File: src/rtl/trig_cond_pkg.sv
package trig_cond_pkg;
  localparam int PIN_COUNT = 8;
  localparam int PIN_W = $clog2(PIN_COUNT);

  typedef enum logic [1:0] {
    OP_ASSERT   = 2'b00,
    OP_DEASSERT = 2'b01,
    OP_PULSE    = 2'b10,
    OP_NONE     = 2'b11
  } trigOp_e;

  // Strobes from control to datapath for the selected input
  typedef struct packed {
    logic incEn;
    logic decEn;
  } trigStrobe_t;

  // Bits that may hold level mode; the rest stay edge only
  function automatic logic [PIN_COUNT-1:0] levelAllowMask(input bit isPrimary);
    return isPrimary ? 8'hF8 : 8'hDE;
  endfunction
endpackage

File: src/rtl/trig_ctrl.sv
module trig_ctrl
  import trig_cond_pkg::*;
#(
  parameter int STAT_W = 16,
  parameter bit IS_PRIMARY = 1'b1
) (
  input  logic                 clk,
  input  logic                 rst_n,
  input  logic                 ready,
  input  logic                 cmdValid,
  input  logic [PIN_W-1:0]     cmdPin,
  input  logic [1:0]           cmdOp,
  input  logic                 cfgWrEn,
  input  logic [PIN_COUNT-1:0] cfgWrData,
  input  logic                 satHiEv,
  input  logic                 satLoEv,
  output trigStrobe_t          strobe,
  output logic [PIN_COUNT-1:0] pinSel,
  output logic [PIN_COUNT-1:0] levelMode,
  output logic                 satHigh,
  output logic                 satLow,
  output logic [STAT_W-1:0]    satHighCount,
  output logic [STAT_W-1:0]    satLowCount
);
  localparam logic [PIN_COUNT-1:0] ALLOW = levelAllowMask(IS_PRIMARY);

  trigOp_e opCode;
  logic    take;

  always_comb begin
    opCode = trigOp_e'(cmdOp);
    take   = cmdValid && ready;
    strobe.incEn = take && (opCode == OP_ASSERT || opCode == OP_PULSE);
    strobe.decEn = take && (opCode == OP_DEASSERT || opCode == OP_PULSE);
    pinSel = '0;
    pinSel[cmdPin] = take;
  end

  always_ff @(posedge clk or negedge rst_n) begin
    if (!rst_n) begin
      levelMode    <= '0;
      satHigh      <= 1'b0;
      satLow       <= 1'b0;
      satHighCount <= '0;
      satLowCount  <= '0;
    end else begin
      if (cfgWrEn) levelMode <= cfgWrData & ALLOW;
      satHigh <= satHiEv;
      satLow  <= satLoEv;
      if (satHiEv) satHighCount <= satHighCount + 1'b1;
      if (satLoEv) satLowCount  <= satLowCount + 1'b1;
    end
  end
endmodule

File: src/rtl/trig_dp.sv
module trig_dp
  import trig_cond_pkg::*;
#(
  parameter int CNT_W = 8
) (
  input  logic                 clk,
  input  logic                 rst_n,
  input  trigStrobe_t          strobe,
  input  logic [PIN_COUNT-1:0] pinSel,
  input  logic [PIN_COUNT-1:0] levelMode,
  output logic [PIN_COUNT-1:0] reqSet,
  output logic [PIN_COUNT-1:0] reqClr,
  output logic [PIN_COUNT-1:0] pinActive,
  output logic                 satHiEv,
  output logic                 satLoEv
);
  localparam logic [CNT_W-1:0] ONE = CNT_W'(1);

  logic [PIN_COUNT-1:0] hiSatVec, loSatVec, setNext, clrNext;

  for (genvar i = 0; i < PIN_COUNT; i++) begin : g_pin
    logic [CNT_W-1:0] cnt, midCnt, newCnt;
    logic incHit, decHit, atMax, hiSat, loSat, setA, setD, clrD;

    always_comb begin
      incHit = pinSel[i] && strobe.incEn;
      atMax  = &cnt;
      hiSat  = incHit && atMax;
      midCnt = (incHit && !atMax) ? cnt + ONE : cnt;
      // deassert step of a pulse is dropped when its assert step saturated
      decHit = pinSel[i] && strobe.decEn && !hiSat;
      loSat  = decHit && (midCnt == '0);
      newCnt = (decHit && !loSat) ? midCnt - ONE : midCnt;
      setA   = incHit && ((cnt == '0 && midCnt == ONE) || (levelMode[i] && midCnt != '0));
      setD   = decHit && !loSat && levelMode[i] && newCnt != '0;
      clrD   = decHit && levelMode[i] && midCnt == ONE;
      hiSatVec[i] = hiSat;
      loSatVec[i] = loSat;
      setNext[i]  = setA || setD;
      clrNext[i]  = clrD;
      pinActive[i] = cnt != '0;
    end

    always_ff @(posedge clk or negedge rst_n) begin
      if (!rst_n) cnt <= '0;
      else        cnt <= newCnt;
    end
  end

  assign satHiEv = |hiSatVec;
  assign satLoEv = |loSatVec;

  always_ff @(posedge clk or negedge rst_n) begin
    if (!rst_n) begin
      reqSet <= '0;
      reqClr <= '0;
    end else begin
      reqSet <= setNext;
      reqClr <= clrNext;
    end
  end
endmodule

File: src/rtl/shared_line_trigger.sv
module shared_line_trigger
  import trig_cond_pkg::*;
#(
  parameter int CNT_W = 8,
  parameter int STAT_W = 16,
  parameter bit IS_PRIMARY = 1'b1
) (
  input  logic              clk,
  input  logic              rst_n,
  input  logic              ready,
  input  logic              cmdValid,
  input  logic [2:0]        cmdPin,
  input  logic [1:0]        cmdOp,
  input  logic              cfgWrEn,
  input  logic [7:0]        cfgWrData,
  output logic [7:0]        cfgRdData,
  output logic [7:0]        reqSet,
  output logic [7:0]        reqClr,
  output logic [7:0]        pinActive,
  output logic              satHigh,
  output logic              satLow,
  output logic [STAT_W-1:0] satHighCount,
  output logic [STAT_W-1:0] satLowCount
);
  trigStrobe_t          strobe;
  logic [PIN_COUNT-1:0] pinSel, levelMode;
  logic                 satHiEv, satLoEv;

  trig_ctrl #(.STAT_W(STAT_W), .IS_PRIMARY(IS_PRIMARY)) u_ctrl (
    .clk(clk), .rst_n(rst_n), .ready(ready), .cmdValid(cmdValid),
    .cmdPin(cmdPin), .cmdOp(cmdOp), .cfgWrEn(cfgWrEn), .cfgWrData(cfgWrData),
    .satHiEv(satHiEv), .satLoEv(satLoEv), .strobe(strobe), .pinSel(pinSel),
    .levelMode(levelMode), .satHigh(satHigh), .satLow(satLow),
    .satHighCount(satHighCount), .satLowCount(satLowCount)
  );

  trig_dp #(.CNT_W(CNT_W)) u_dp (
    .clk(clk), .rst_n(rst_n), .strobe(strobe), .pinSel(pinSel),
    .levelMode(levelMode), .reqSet(reqSet), .reqClr(reqClr),
    .pinActive(pinActive), .satHiEv(satHiEv), .satLoEv(satLoEv)
  );

  assign cfgRdData = levelMode;
endmodule

File: config.mk
export PLATFORM = sky130hd
export DESIGN_NAME = shared_line_trigger
export DESIGN_NICKNAME = d
export VERILOG_FILES = /design/src/rtl/trig_cond_pkg.sv /design/src/rtl/trig_ctrl.sv /design/src/rtl/trig_dp.sv /design/src/rtl/shared_line_trigger.sv
export SDC_FILE = /design/constraint.sdc
export NUM_CORES = 1
export LEC_CHECK = 0
export BUFFER_PORTS_ARGS = -buffer_cell sky130_fd_sc_hd__buf_4
export CELL_PAD_IN_SITES_DETAIL_PLACEMENT = 1
export CELL_PAD_IN_SITES_GLOBAL_PLACEMENT = 2
export CORE_UTILIZATION = 39
export CTS_BUF_LIST = sky130_fd_sc_hd__clkbuf_8
export CTS_CLUSTER_SIZE = 12
export DETAILED_ROUTE_END_ITERATION = 7
export PLACE_DENSITY = 0.85
export SLEW_MARGIN = 10
export SYNTH_ARGS = -nofsm -noshare
export SYNTH_HDL_FRONTEND = slang
export SYNTH_SLANG_ARGS = --single-unit
File: constraint.sdc
create_clock -name clk -period 4.4 [get_ports clk]
set_clock_uncertainty 0.2 [all_clocks]
set_input_delay 0.22 -clock clk [delete_from_list [all_inputs] [get_ports clk]]
set_output_delay 0.22 -clock clk [all_outputs]
set_load 0.05 [all_outputs]
==> results.txt, run 1 <==
Period minus WS final - 3.761 ns
Synth Instances - 1001
net switching power - 2.376 mW
sequential-to-total area share from yosys stat - 0.3239
final setup TNS - 0 ns
Mapped Area - 8962 um^2
endpoints failing hold - 0
Logic pwr share - 0.440
wire per inst - 17.67 um
Max Cap Viol - 0
final core utilization - 0.4524
Skew-Pair Late Insertion Delay - 0.44 ns
Setup CP Type - reg2reg
ANT cells - 0
final instance area - 10210 um^2
drt first pass iters - 4
Initial Util - 0.3971
Power Internal - 2.724 mW
post-CTS sizing - 0
Post-DP Area - 9682 um^2
GP Congestion - 0.8345
status - finished clean
count leader, synth - dfrtp_1
initial antenna violation count - 0
relative slew slack - 0.3390
Netlist cell types - 91
DP Worst Slack - 0.4705 ns
WL final - 24070 um
delay of the slowest critical-path stage - 0.47 ns
hpwl dp - 18170 um
count of pins over their slew limit - 0
Clk pwr share - 0.204
synth top area cells - dfrtp_1 (32%), xnor2_1 (6.2%), ha_1 (5.3%)
vias - 7681
layout cell share with drive strength beyond 1 - 0.1653
clk slew on worst S/H paths - 0.08 ns
maximum VDD drop - 0.2686 mV
PnR worst setup slack - 0.6389 ns
final net count - 1120
YS warnings - 0
clock buffer depth - 2
post-detailed-route count of antenna-violating nets - 0
slowest CP cell - dfrtp_1
CTS tree - done
peak fanout along the critical path - 10
clock root buffer - clkbuf_8
Die Area - 23590 um^2
core area - 22570 um^2
DR iter-0 viols - 267
Highest Clock Rate - 265.9 MHz
placed insts - 1318
TritonCTS sink count - 116
Hold WS - 0.07556 ns
CP endpoint kind - flop
sw frac - 0.4659
largest net degree at the start of global routing - 70
ys async rst share - 1.000
Post-synth top flop - dfrtp_1
num rows - 55
Die W - 153.6 um
Yosys top cell by area - dfrtp_1
arrival time at the worst endpoint - 3.93 ns
Non-Filler Instances - 1362
Worst Setup Start Kind - flop
PwrDens - 499.5 nW/um^2
post-synth top area share - 0.3239
drt via density - 5.640
die height - 153.6 um
first-pass GRT wire length - 40550 um
Critical Path RT - 4.57 ns
number of flops mapped to enable cells by yosys - 0
TritonCTS Buffers - 17
Setup-failing EPs final - 0
final period utilization - 0.8548
H-tree depth - 4
worst hold path type - in2reg
synthesis-to-layout area growth - 13.93%
sequential share of power - 0.356
average cell area after synthesis - 8.953 um^2
Lkg Pwr - 4.306 nW
residual DRC count - 0
Total GRT Usage - 0.2123
IO Pins - 84
Yosys reg bits - 116
Post-synth top cells - dfrtp_1 (116), nand2_1 (79), nor2_1 (72)
worst slew pin tran - 0.9915 ns
grt ovf - 0
Power, Total - 5.100 mW
cells along the critical path - ha_1, and3_1, a2111oi_1, buf_4, mux2i_1, ha_1, and2_1, o221ai_2, o22ai_1, nor3b_4, buf_4, a211oi_2, xor2_1
vias in the first global route - 7815
RSZ-0062 raised after global routing - no
IO Port Bufs - 74
## logic make-up (layout without fill, tap and decap cells)
| logic type | after synthesis | in the layout | share of synthesized area |
|---|---|---|---|
| adder cells (fa/ha/maj) | 38 | 38 | 0.05305 |
| other | 1 | 6 | 0.0004184 |
| XOR/XNOR | 115 | 115 | 0.1124 |
| flip-flops | 116 | 116 | 0.3239 |
| AO/OA/AOI/OAI | 179 | 179 | 0.1601 |
| buffers and inverters | 110 | 181 | 0.05668 |
| AND/OR/NAND/NOR | 396 | 396 | 0.2403 |
| multiplexers | 46 | 46 | 0.05319 |
## power groups by stage
stage | sequential [mW] | clock, mW | combinational (mW)
after floorplan | 1.57 | 0 | 1.92
after global placement | 1.82 | 0 | 2.17
after detailed placement | 1.83 | 0 | 2.23
after CTS | 1.81 | 1.08 | 2.26
after global routing | 1.88 | 1.11 | 2.50
final | 1.81 | 1.04 | 2.24
## what timing repair did
| item | 4_1_cts | 5_1_grt |
|---|---|---|
| hold endpoints to repair | 72 | 0 |
| hold buffers | 12 | 0 |
| setup buffers | 0 | 0 |
## final timing paths
kind | start | to | slack [ns] | depth (start not counted)
max in group asynchronous | rst_n | u_dp.g_pin[0].cnt[6]$_DFF_PN0_ | 2.68 | 3
worst max register to register | u_dp.g_pin[1].cnt[0]$_DFF_PN0_ | u_ctrl.satLowCount[12]$_DFFE_PN0P_ | 0.64 | 13
worst max-delay path | u_dp.g_pin[1].cnt[0]$_DFF_PN0_ | u_ctrl.satLowCount[12]$_DFFE_PN0P_ | 0.64 | 13
worst min register to register | u_ctrl.satLowCount[8]$_DFFE_PN0P_ | u_ctrl.satLowCount[8]$_DFFE_PN0P_ | 0.30 | 1
min in group asynchronous | rst_n | u_dp.g_pin[0].cnt[1]$_DFF_PN0_ | 0.24 | 2
worst min-delay path | cmdPin[1] | u_dp.reqClr[7]$_DFF_PN0_ | 0.08 | 5
## sequential cells by signal, indices dropped and copies added, names as in the netlist
name / flops
u_dp.reqClr: 5
u_ctrl.satHighCount: 16
u_ctrl.satLowCount: 16
u_dp.reqSet: 8
u_ctrl.satHigh: 1
u_ctrl.satLow: 1
u_dp.g_pin.cnt: 64
u_ctrl.levelMode: 5
## cells in the final DEF (no fill, tap or decap), types with 35 or more instances in the layout
| cell type | n |
|---|---|
| dfrtp_1 | 116 |
| buf_4 | 90 |
| nand2_1 | 79 |
| nor2_1 | 72 |
| xnor2_1 | 63 |
| nand3_1 | 53 |
| xor2_1 | 52 |
| inv_1 | 47 |
| ha_1 | 38 |
| a21oi_1 | 37 |
| nand4_1 | 35 |
## metal layers
metal  global-route usage  part of all wire  vias to the layer above
met1               0.2807              0.47                     3805
met4              0.06571             0.017                        0
met2               0.3571              0.49                      113
met5                    0                 0                        -
li1                     -                 -                     3737
met3              0.03072             0.028                       26
## layout make-up
cell class | instances | area (um^2)
inverter | 47 | 176.4
multi-input combinational | 780 | 5570
tap | 285 | 356.6
fill | 2671 | 12360
sequential | 116 | 2903
timing repair buffer | 102 | 795.8
clock inverter | 13 | 147.6
clock buffer | 19 | 261.5
## worst max-delay path: cells and delay by family (launching register included)
family	cells	cell delay, ns
mux	1	0.40
xor+xnor	1	0.16
compound gates	4	1.03
buf+inv	2	0.42
fa+ha+maj	2	0.52
simple gates	3	0.49
flops	1	0.47
Power figures use the tool's default switching activity.
==> run 2: changes to the inputs <==
BUFFER_PORTS_ARGS = default   (was -buffer_cell sky130_fd_sc_hd__buf_4)
CORE_UTILIZATION = 42   (was 39)
DONT_BUFFER_PORTS = 1   (was default)
==> results.txt, run 2 (synthesis results as in run 1) <==
status - finished clean
first-pass GRT wire length - 39560 um
r2r worst-path depth - 13
count of pins over their slew limit - 0
Highest Clock Rate - 252.6 MHz
synthesis-to-layout area growth - 7.441%
CP top delay family - simple AND/OR/NAND/NOR gates
delay of the slowest critical-path stage - 1.07 ns
grt ovf - 0
worst hold path cell count - 3
Largest regs - u_dp.g_pin.cnt x64, u_ctrl.satHighCount x16, u_ctrl.satLowCount x16
Setup CP Type - in2reg
GP Congestion - 0.8044
largest net degree at the start of global routing - 117
RR Endpoint - u_ctrl.satLowCount[12]$_DFFE_PN0P_
Setup-failing EPs final - 0
drt via density - 5.825
wire per inst - 18.65 um
ANT cells - 0
vias in the first global route - 7627
Skew-Pair Late Insertion Delay - 0.45 ns
initial antenna violation count - 0
num rows - 53
clock buffer depth - 2
drt first pass iters - 5
sink of the worst hold path - u_dp.reqSet[4]$_DFF_PN0_
Lkg Pwr - 3.922 nW
cells along the critical path - dlygate4sd3_1, nand4b_1, buf_4, nor4_1, mux2i_1, and2_1, nand4_1, nor3b_4, buf_4, a211oi_2, xor2_1
Hold WS - 0.02574 ns
most frequent cells in the layout - dfrtp_1 (116), nand2_1 (79), nor2_1 (72)
core area - 20960 um^2
CTS Hold Bufs - 14
Die W - 148.1 um
Worst Setup Start Kind - input pin
final net count - 1045
Total GRT Usage - 0.2257
HP Start - cmdPin[0]
max FFs per register - 64
maximum VDD drop - 0.2459 mV
H-tree depth - 4
reg2reg start - u_dp.g_pin[0].cnt[0]$_DFF_PN0_
residual DRC count - 0
slowest CP cell - dlygate4sd3_1
Period minus WS final - 3.958 ns
RSZ-0062 raised after global routing - no
Worst path depth - 11
DR iter-0 viols - 279
clk slew on worst S/H paths - 0.09 ns
relative slew slack - 0.4492
IO Port Bufs - 0
post-detailed-route count of antenna-violating nets - 0
peak fanout along the critical path - 15
die height - 148.1 um
worst hold path type - in2reg
PwrDens - 516.3 nW/um^2
TritonCTS sink count - 116
commonest non-fill, non-tap cell in the layout - dfrtp_1
Worst R2R Setup Slack - 0.65 ns
Fillers - 2524
CTS tree - done
CP endpoint kind - flop
final period utilization - 0.8996
hpwl dp - 17230 um
largest register by flop count - u_dp.g_pin.cnt
Initial Util - 0.4277
Post-CTS Setup Inserts - 0
worst slew pin tran - 0.8234 ns
Die Area - 21930 um^2
Critical Path RT - 4.58 ns
endpoints failing hold - 0
WL final - 23820 um
layout cell share with drive strength beyond 1 - 0.1018
final core utilization - 0.4595
most used cell, CP - buf_4
Bufs and invs on worst path - 3
arrival time at the worst endpoint - 4.14 ns
Max Cap Viol - 0
vias - 7438
post-CTS sizing - 0
final setup TNS - 0 ns
TritonCTS Buffers - 17
IO Pins - 84
clock root buffer - clkbuf_8
run 2: changes by cell type in the layout (fill, tap and decap cells not counted):
cell,change
buf_4,-77
clkinvlp_4,-2
inv_6,+2
buf_16,+1
clkinv_4,+3
bufinv_16,-1
clkbuf_8,-2
dlygate4sd3_1,+1
run 2: worst max path at each step:
stage	start	to	slack, ns
floorplan	u_dp.g_pin[1].cnt[0]$_DFF_PN0_	u_dp.g_pin[1].cnt[7]$_DFF_PN0_	0.91
global placement	u_dp.g_pin[0].cnt[0]$_DFF_PN0_	u_ctrl.satLowCount[12]$_DFFE_PN0P_	0.71
detailed placement	u_dp.g_pin[0].cnt[0]$_DFF_PN0_	u_ctrl.satLowCount[12]$_DFFE_PN0P_	0.64
CTS	cmdPin[2]	u_ctrl.satLowCount[13]$_DFFE_PN0P_	0.52
global route	cmdPin[2]	u_ctrl.satLowCount[12]$_DFFE_PN0P_	0.27
finish	cmdPin[2]	u_ctrl.satLowCount[12]$_DFFE_PN0P_	0.44
run 2: per-stage QoR:
step,area (um^2),worst slack [ns],instances,power [mW]
after floorplan,8981,0.9059,1006,3.489
after global placement,9091,0.7099,1231,3.871
after detailed placement,9091,0.6365,1231,3.938
after CTS,9629,0.5217,1277,5.002
after global routing,9629,0.2659,1277,5.362
final,9629,0.4417,1277,4.972
run 2: layout make-up:
type / instances / area [um^2] / share of cell area
timing repair buffer: 27 / 255.2 / 0.02651
tap: 275 / 344.1 / 0.03573
clock inverter: 15 / 146.4 / 0.01520
multi-input combinational: 780 / 5570 / 0.5785
sequential: 116 / 2903 / 0.3015
inverter: 47 / 176.4 / 0.01832
clock buffer: 17 / 234.0 / 0.02430
run 2: worst register-to-register path, cell delays in order, from the launching register on:
cell	delay [ns]
dfrtp_1	0.48
ha_1	0.34
and4_1	0.31
a2111oi_2	0.32
buf_4	0.25
nor2_1	0.06
a21oi_1	0.32
ha_1	0.24
o221ai_1	0.15
nor3_1	0.29
nor3b_4	0.15
buf_4	0.19
a211oi_2	0.23
xor2_1	0.16
run 2: layer usage:
metal / up-vias / global-route usage / part of all wire
met5: - / 0 / 0
met4: 0 / 0.05309 / 0.012
met3: 20 / 0.04571 / 0.043
met2: 108 / 0.3751 / 0.47
met1: 3725 / 0.3004 / 0.47
li1: 3585 / - / -
run 2: power breakdown:
group | switching [mW] | total [mW] | internal [mW]
Sequential | 0.589 | 1.89 | 1.30
Clock | 0.537 | 0.996 | 0.459
Combinational | 1.28 | 2.09 | 0.813
Total | 2.40 | 4.97 | 2.57
==> run 3: changes to the inputs <==
CORE_ASPECT_RATIO = 2   (was default)
CORE_UTILIZATION = 45   (was 42)
PLACE_DENSITY = 0.9   (was 0.85)
clock period = 5.1 ns   (was 4.4 ns; I/O delays follow)
==> results.txt, run 3 (synthesis results as in run 1) <==
largest net degree at the start of global routing - 117
Die Area - 20520 um^2
worst hold path cell count - 4
CP top delay family - buffers and inverters
Setup-failing EPs final - 0
relative slew slack - 0.4075
clock buffer depth - 2
clock root buffer - clkbuf_8
core area - 19460 um^2
peak fanout along the critical path - 19
largest register by flop count - u_dp.g_pin.cnt
WL final - 25670 um
most frequent cells in the layout - dfrtp_1 (116), nand2_1 (79), nor2_1 (72)
most used cell, CP - dlygate4sd3_1
reg2reg start - u_dp.g_pin[6].cnt[0]$_DFF_PN0_
arrival time at the worst endpoint - 4.86 ns
H-tree depth - 4
Post-DP Area - 9034 um^2
Bufs and invs on worst path - 3
top layer in use - met4
drt via density - 6.048
residual DRC count - 0
Critical Path RT - 5.26 ns
ANT cells - 0
worst hold path type - in2reg
Setup CP Type - in2reg
status - finished clean
r2r worst-path depth - 10
cells along the critical path - dlygate4sd3_1, nand4b_1, dlygate4sd3_1, buf_4, a211oi_1, mux2i_1, ha_1, nand4_1, nor3b_4, nand2_2, mux2_1
final setup TNS - 0 ns
Max Cap Viol - 0
clk slew on worst S/H paths - 0.07 ns
PwrDens - 459.0 nW/um^2
DR iter-0 viols - 231
vias in the first global route - 8099
post-CTS sizing - 0
worst slew pin tran - 0.8834 ns
delay of the slowest critical-path stage - 0.94 ns
GP Congestion - 0.8476
Worst Setup Start Kind - input pin
Period minus WS final - 4.703 ns
Worst path depth - 11
Hold WS - 0.04448 ns
first-pass GRT wire length - 41300 um
Highest Clock Rate - 212.7 MHz
post-detailed-route count of antenna-violating nets - 0
maximum VDD drop - 0.2721 mV
CTS tree - done
endpoints failing hold - 0
drt first pass iters - 4
TritonCTS Buffers - 17
num rows - 72
Die W - 101.8 um
final instance area - 9609 um^2
die height - 201.6 um
hpwl dp - 19380 um
IO Port Bufs - 0
final net count - 1039
IO Pins - 84
final period utilization - 0.9221
max FFs per register - 64
initial antenna violation count - 0
synthesis-to-layout area growth - 7.218%
RSZ-0062 raised after global routing - no
wire per inst - 20.45 um
vias - 7590
CP endpoint kind - flop
Total GRT Usage - 0.2632
Initial Util - 0.4606
slowest CP cell - dlygate4sd3_1
commonest non-fill, non-tap cell in the layout - dfrtp_1
Largest regs - u_dp.g_pin.cnt x64, u_ctrl.satHighCount x16, u_ctrl.satLowCount x16
grt ovf - 0
Skew-Pair Late Insertion Delay - 0.48 ns
Worst setup startpoint - cmdPin[2]
HP Start - cmdPin[2]
TritonCTS sink count - 116
layout cell share with drive strength beyond 1 - 0.09337
met1 WL - 8734 um
Power, Total - 4.411 mW
met2 WL - 15000 um
Lkg Pwr - 3.935 nW
Routed met3 length - 720 um
final core utilization - 0.4938
count of pins over their slew limit - 0
==> run 3: cell count changes in the layout (fill, tap and decap cells not counted) <==
cell / change
clkinv_4: -4
clkinv_2: +2
inv_1: +4
dlygate4sd3_1: -1
buf_4: -5
inv_6: -6
clkbuf_8: +2
bufinv_16: +3
clkinvlp_4: -1
==> run 3: layer usage <==
layer,track usage,up-vias
met2,0.5193,142
met4,0.1548,0
met1,0.2360,3805
met5,0,-
li1,-,3577
met3,0.04585,66
==> run 3: repair_timing <==
action / CTS / global route
endpoints found under the hold margin: 139 / 0
buffers inserted: 0 / 0
hold buffers: 13 / 0
==> run 3: power breakdown <==
group	internal, mW	switching (mW)
Combinational	0.701	1.14
Clock	0.549	0.399
Sequential	1.12	0.504
==> run 3: cell type report <==
type | count | area (um^2)
fill | 2303 | 9849
multi-input combinational | 780 | 5570
sequential | 116 | 2903
tap | 259 | 324.1
clock buffer | 19 | 261.5
timing repair buffer | 21 | 207.7
inverter | 47 | 176.4
clock inverter | 13 | 166.4
==> run 3: worst paths after layout <==
check,endpoint,slack [ns]
max,u_ctrl.satLowCount[1]$_DFFE_PN0P_,0.40
min,u_dp.g_pin[2].cnt[5]$_DFF_PN0_,0.04
max reg2reg,u_ctrl.satLowCount[1]$_DFFE_PN0P_,0.94
min reg2reg,u_dp.g_pin[1].cnt[7]$_DFF_PN0_,0.36
max in group asynchronous,u_dp.reqClr[4]$_DFF_PN0_,3.95
min in group asynchronous,u_ctrl.satLowCount[14]$_DFFE_PN0P_,0.26
==> run 3: stage by stage <==
stage / instances / setup slack, ns
3_3_place_gp: 1210 / 1.038
3_5_place_dp: 1210 / 0.9425
4_1_cts: 1255 / 0.4295
5_1_grt: 1255 / 0.2254
6_report: 1255 / 0.3975
2_1_floorplan: 1006 / 1.606
==> run 3: tightest hold or removal path, cell delays in order <==
cell and delay (ns):
a2111oi_2 0.07, o2111ai_1 0.10, o21ai_0 0.10, xor2_1 0.14
